--- config.mk ---
export PLATFORM = sky130hd
export DESIGN_NAME = trace_clk_gen
export DESIGN_NICKNAME = d
export VERILOG_FILES = /design/src/rtl/tcg_pkg.sv /design/src/rtl/tcg_frame_ctrl.sv /design/src/rtl/tcg_level_path.sv /design/src/rtl/trace_clk_gen.sv
export SDC_FILE = /design/constraint.sdc
export NUM_CORES = 1
export LEC_CHECK = 0
export BUFFER_PORTS_ARGS = -buffer_cell sky130_fd_sc_hd__buf_2
export CAP_MARGIN = 40
export CORE_MARGIN = 1
export CORE_UTILIZATION = 42
export CTS_CLUSTER_DIAMETER = 60
export DETAILED_ROUTE_END_ITERATION = 6
export PLACE_DENSITY_LB_ADDON = 0.12
export SYNTH_ARGS = -nofsm -noshare
export SYNTH_HDL_FRONTEND = slang
export SYNTH_SLANG_ARGS = --single-unit
--- constraint.sdc ---
create_clock -name clk -period 4.3 [get_ports clk]
set_input_delay 0.43 -clock clk [delete_from_list [all_inputs] [get_ports clk]]
set_output_delay 0.43 -clock clk [all_outputs]
set_load 0.05 [all_outputs]
--- src/rtl/tcg_pkg.sv ---
`timescale 1ns/1ps
package tcg_pkg;

  // Strobes handed from the frame controller to the level datapath.
  typedef struct packed {
    logic frameEnd;  // current cycle is the last of its frame
    logic liveNow;   // first real frame has already started
    logic liveNext;  // running after the coming edge
    logic ddrNow;    // mode of the frame in progress
    logic ddrNext;   // mode of the frame after the coming edge
  } tcgStrobe_t;

endpackage

--- src/rtl/tcg_frame_ctrl.sv ---
`timescale 1ns/1ps
module tcg_frame_ctrl
  import tcg_pkg::*;
#(
  parameter int DIV_W = 8
) (
  input  logic             clk,
  input  logic             rstN,
  input  logic             lowSpeed,
  input  logic [DIV_W-1:0] divSel,
  input  logic             ddrMode,
  output tcgStrobe_t       strobes,
  output logic [DIV_W:0]   posNext,
  output logic [DIV_W:0]   lenNext,
  output logic [DIV_W:0]   lenNow,
  output logic             ddrNow,
  output logic             liveNow
);

  localparam int LEN_W = DIV_W + 1;
  localparam logic [LEN_W-1:0] LEN_ONE = LEN_W'(1);
  localparam logic [LEN_W-1:0] LEN_TWO = LEN_W'(2);

  logic [LEN_W-1:0] posCnt;
  logic [LEN_W-1:0] curLen;
  logic             curDdr;
  logic             started;
  logic [LEN_W-1:0] reqLen;
  logic             atEnd;

  // Length requested by the inputs; divider zero is a divide-by-two.
  always_comb begin
    if (!lowSpeed) begin
      reqLen = LEN_ONE;
    end else if (divSel == '0) begin
      reqLen = LEN_TWO;
    end else begin
      reqLen = LEN_W'(divSel) + LEN_ONE;
    end
  end

  assign atEnd = (posCnt == curLen - LEN_ONE);

  always_comb begin
    if (atEnd) begin
      posNext = '0;
      lenNext = reqLen;
    end else begin
      posNext = posCnt + LEN_ONE;
      lenNext = curLen;
    end
  end

  // During reset the configuration follows the inputs so that the
  // lead-in frame already has the requested length.
  always_ff @(posedge clk) begin
    if (!rstN) begin
      posCnt  <= '0;
      curLen  <= reqLen;
      curDdr  <= ddrMode;
      started <= 1'b0;
    end else begin
      posCnt <= posNext;
      if (atEnd) begin
        curLen  <= reqLen;
        curDdr  <= ddrMode;
        started <= 1'b1;
      end
    end
  end

  always_comb begin
    strobes.frameEnd = atEnd;
    strobes.liveNow  = started;
    strobes.liveNext = started | atEnd;
    strobes.ddrNow   = curDdr;
    strobes.ddrNext  = atEnd ? ddrMode : curDdr;
  end

  assign lenNow  = curLen;
  assign ddrNow  = curDdr;
  assign liveNow = started;

endmodule

--- src/rtl/tcg_level_path.sv ---
`timescale 1ns/1ps
module tcg_level_path
  import tcg_pkg::*;
#(
  parameter int DIV_W = 8
) (
  input  logic           clk,
  input  logic           rstN,
  input  tcgStrobe_t     strobes,
  input  logic [DIV_W:0] posNext,
  input  logic [DIV_W:0] lenNext,
  output logic           frameStb,
  output logic           levelHi,
  output logic           levelLo,
  output logic           traceClk
);

  localparam int LEN_W  = DIV_W + 1;
  localparam int HALF_W = LEN_W + 1;

  logic [HALF_W-1:0] halfHi;
  logic [HALF_W-1:0] halfLo;
  logic [HALF_W-1:0] halfMid;
  logic              pastMidHi;
  logic              pastMidLo;
  logic              phase;
  logic              phaseNext;
  logic              nextHi;
  logic              nextLo;
  logic              stbQ;
  logic              hiQ;
  logic              loQ;

  // Half-cycle index of the two phases of the coming cycle.
  assign halfHi    = {posNext, 1'b0};
  assign halfLo    = {posNext, 1'b1};
  assign halfMid   = {1'b0, lenNext};
  assign pastMidHi = (halfHi >= halfMid);
  assign pastMidLo = (halfLo >= halfMid);

  // Double-edge phase: flips per frame while double-edge frames follow
  // each other, otherwise restarts so the new frame opens low.
  always_comb begin
    phaseNext = phase;
    if (strobes.frameEnd) begin
      if (strobes.ddrNext && strobes.ddrNow && strobes.liveNow) begin
        phaseNext = ~phase;
      end else begin
        phaseNext = 1'b1;
      end
    end
  end

  always_comb begin
    if (!strobes.liveNext) begin
      nextHi = 1'b0;
      nextLo = 1'b0;
    end else if (strobes.ddrNext) begin
      nextHi = pastMidHi ? phaseNext : ~phaseNext;
      nextLo = pastMidLo ? phaseNext : ~phaseNext;
    end else begin
      nextHi = pastMidHi;
      nextLo = pastMidLo;
    end
  end

  always_ff @(posedge clk) begin
    if (!rstN) begin
      stbQ  <= 1'b0;
      hiQ   <= 1'b0;
      loQ   <= 1'b0;
      phase <= 1'b0;
    end else begin
      stbQ  <= strobes.frameEnd;
      hiQ   <= nextHi;
      loQ   <= nextLo;
      phase <= phaseNext;
    end
  end

  assign frameStb = stbQ;
  assign levelHi  = hiQ;
  assign levelLo  = loQ;
  // Level pair selected by the clock phase gives half-cycle placement.
  assign traceClk = clk ? hiQ : loQ;

endmodule

--- src/rtl/trace_clk_gen.sv ---
`timescale 1ns/1ps
module trace_clk_gen
  import tcg_pkg::*;
#(
  parameter int DIV_W = 8
) (
  input  logic             clk,
  input  logic             rstN,
  input  logic             lowSpeed,
  input  logic [DIV_W-1:0] divSel,
  input  logic             ddrMode,
  output logic             frameStb,
  output logic             traceClk
);

  tcgStrobe_t     strobes;
  logic [DIV_W:0] posNext;
  logic [DIV_W:0] lenNext;
  logic [DIV_W:0] curLen;
  logic           curDdr;
  logic           live;
  logic           lvA;
  logic           lvB;

  tcg_frame_ctrl #(.DIV_W(DIV_W)) i_ctrl (
    .clk      (clk),
    .rstN     (rstN),
    .lowSpeed (lowSpeed),
    .divSel   (divSel),
    .ddrMode  (ddrMode),
    .strobes  (strobes),
    .posNext  (posNext),
    .lenNext  (lenNext),
    .lenNow   (curLen),
    .ddrNow   (curDdr),
    .liveNow  (live)
  );

  tcg_level_path #(.DIV_W(DIV_W)) i_path (
    .clk      (clk),
    .rstN     (rstN),
    .strobes  (strobes),
    .posNext  (posNext),
    .lenNext  (lenNext),
    .frameStb (frameStb),
    .levelHi  (lvA),
    .levelLo  (lvB),
    .traceClk (traceClk)
  );

endmodule

==> reports/metrics.yaml <==
outcome:
  status: "finished, final reports clean"
sta:
  relSlewSlack: 0.760
  maxClockFrequency_mhz: 262
  rsz0062_at_grt: "false"
  skew_ps: 3.15
  min_period_ps: 3810
  setup_tns_ps: 0
  maxSlewViolCount: 0
  worst_slew_pin_slew_ps: 356
  fin_ws_ps: 487
  period_share: 0.887
  finalHoldViolations: 0
  setup_violations: 0
routing:
  drt_iter0_markers: 85
  drt-vias-per-instance: 5.46
  vias: 1544
  first_pass_iters: 4
  drtAntennaViolNets: 0
  drcViolationCount: 0
  wl_um: 4310
  wl_per_cell_um: 15.2
setup_path:
  timing.rr.end: "i_path.levelHi"
  path_cells: "inv_1 > ha_1 > nand2b_1 > o211a_1 > o31ai_1 > nand4bb_2 > nor2_4 > mux2i_1 > ha_1 > a21o_1 > a21oi_1 > maj3_1 > o211a_1 > o21ai_2 > a221oi_2 > mux2i_1"
  cpPeakStageDelay_ps: 460
  startpoint_type: "flip-flop"
  crit_type: "reg -> reg"
  cp_data_required_time_ps: 4620
  critPathMaxFanout: 8
  reg2reg_depth: 16
  cp_data_arrival_time_ps: 4130
  endpoint_kind: "flip-flop"
  cp_slowest_cell: "dfxtp_1"
  reg2reg_slack_ps: 490
  reg2reg_from: "i_ctrl.lenNow[0]"
synth:
  synth_area_sq_um: 1900
  synth_edf_count: 0
  ys_types: 53
  ys_seq_area_frac: 0.253
  synth-xor-area-share: 0.122
  synth_cells: 212
  synth_compound_area_frac: 0.158
  muxShareOfSynthArea: 0.104
  ys_ff_latch: 24
  synth.yosys.warnings: 0
  synthFlopType: "dfxtp_1"
  synth_fa_ha_area_frac: 0.0844
  syn-mean-instance-area_sq_um: 8.95
  synthSimpleGateAreaFrac: 0.249
  synthArstFlopShare: 0
  syn_nets: 236
  synth_top_family_by_area: "simple AND/OR/NAND/NOR gates"
power_and_ir_drop:
  power_frac_comb: 0.356
  p_leak_nw: 0.892
  power.density_nw_per_um2: 414
  sw_frac_of_total: 0.342
  seq_power_share: 0.318
  p_sw_mw: 0.302
  p_int_mw: 0.582
  totalPowerFinal_mw: 0.885
  ir_drop_mv: 0.146
  clkPwrFrac: 0.326
die:
  ios: 14
  core_sq_um: 4350
  rows: 24
  die_area_sq_um: 4790
  initial_core_util: 0.436
  die_w_um: 69.2
  die_h_um: 69.2
hold_path:
  hp-start: "ddrMode"
  hold-path-endpoint: "i_ctrl.ddrNow"
  hold_class: "in -> reg"
  min_path_cells: 2
grt:
  gr-total-overflow: 0
  antenna_found_initial: 0
  grt_pass1_wl_um: 7390
  grt_pass1_vias: 1535
  met2_usage: 0.305
  grt_usage: 0.196
  grt_max_degree: 19
  use_met1: 0.267
  met3_usage: 0.0422
  grt-busiest-layer: "met2"
clock_network:
  insertion_delay_ps: 380
  clk_pin_slew_ps: 90
  cts_tree: "yes"
  holdBufCountCts: 0
placed_design:
  post_dp_cell_area_sq_um: 2010
  io_buffers: 13
  place_hpwl_um: 3370
  dp.cells: 274
  gp_congestion: 0.828
  pre_cts_slack_ps: 368
flow_run:
  max_cap_viol_count: 0
layout:
  drive_gt1_frac: 0.229
  nFillCells: 427
  final_cell_mix: "nor2_1 (30), dfxtp_1 (24), nand3_1 (13), buf_2 (13)"
  stdcell_count: 283
  layout_commonest_cell: "nor2_1"
  syn_to_final_growth_pct: 12.6
  antenna_cells: 0
  fin_nets: 256
  finish.instance_area_sq_um: 2140
final cells by class:
cell class | instances | area, sq um | share of cell area
timing repair buffer | 15 | 82.6 | 0.0387
multi-input combinational | 176 | 1360 | 0.637
inverter | 8 | 30.0 | 0.0141
clock buffer | 7 | 87.6 | 0.0410
sequential | 24 | 480 | 0.225
tap | 52 | 65.1 | 0.0305
clock inverter | 1 | 30.0 | 0.0141
routing by layer:
metal / wire (um) / vias up
li1: - / 800
met1: 2200 / 711
met2: 1950 / 27
met3: 105 / 6
met4: 55 / 0
met5: 0 / -
worst max-delay path, delay by kind of cell, from the launching register on:
| kind | cells | cell delay, ps |
|---|---|---|
| adder cells (fa/ha/maj) | 3 | 760 |
| multiplexers | 2 | 400 |
| AO/OA/AOI/OAI | 7 | 1330 |
| flip-flops | 1 | 460 |
| buffers and inverters | 1 | 100 |
| AND/OR/NAND/NOR | 3 | 710 |
what timing repair did:
action,in CTS,in global routing
gates resized for setup,0,0
endpoints found under the setup margin,0,1
buffers inserted,0,2
power by group through the flow:
stage / Combinational, mW / Clock, mW / Sequential [mW]
final: 0.315 / 0.288 / 0.281
after floorplan: 0.255 / 0.00901 / 0.274
after global routing: 0.350 / 0.307 / 0.286
after detailed placement: 0.309 / 0.00995 / 0.286
after global placement: 0.310 / 0.00995 / 0.285
after CTS: 0.312 / 0.294 / 0.281
synthesized netlist by cell type (3+ instances only):
cell type / number / area, sq um
nor2_1: 30 / 113
xnor2_1: 10 / 87.6
a21o_1: 3 / 22.5
mux2i_1: 8 / 80.1
dfxtp_1: 24 / 480
inv_1: 8 / 30.0
nand3_1: 13 / 65.1
a21oi_1: 8 / 40.0
nand2_1: 12 / 45.0
mux2_2: 9 / 101
o21ai_2: 3 / 26.3
or3_1: 4 / 25.0
o21ai_0: 5 / 25.0
ha_1: 12 / 150
nor3_1: 3 / 15.0
xor2_1: 12 / 105
stage by stage:
step / hold slack (ps) / util
finish: 287 / 0.491
global route: 289 / 0.491
CTS: 284 / 0.487
detailed placement: 489 / 0.461
global placement: 485 / 0.461
floorplan: 455 / -
kinds of logic after synthesis:
kind of cell	after synthesis
buffers and inverters	12
xor gates and xnor gates	24
AOI/OAI and AO/OA	36
muxes	18
and+or+nand+nor	85
DFF	24
adders and majority gates	13
flip-flops by register name (all words and copies together), names as in the netlist:
register,count
i_ctrl.lenNow,9
i_ctrl.posCnt,9
i_ctrl.ddrNow,1
i_ctrl.liveNow,1
i_path.frameStb,1
i_path.levelHi,1
i_path.levelLo,1
i_path.phase,1
worst max-delay path by stage:
stage	start	end	slack (ps)	depth (start not counted)
3_3_place_gp	i_ctrl.lenNow[0]	i_path.levelHi	500	16
2_1_floorplan	i_ctrl.lenNow[0]	i_path.levelHi	580	18
3_5_place_dp	i_ctrl.lenNow[0]	i_path.levelHi	370	16
4_1_cts	i_ctrl.lenNow[0]	i_path.levelHi	340	16
5_1_grt	i_ctrl.lenNow[0]	i_path.levelLo	170	16
6_report	i_ctrl.lenNow[0]	i_path.levelHi	490	16
(Power assumes the default switching activity.)
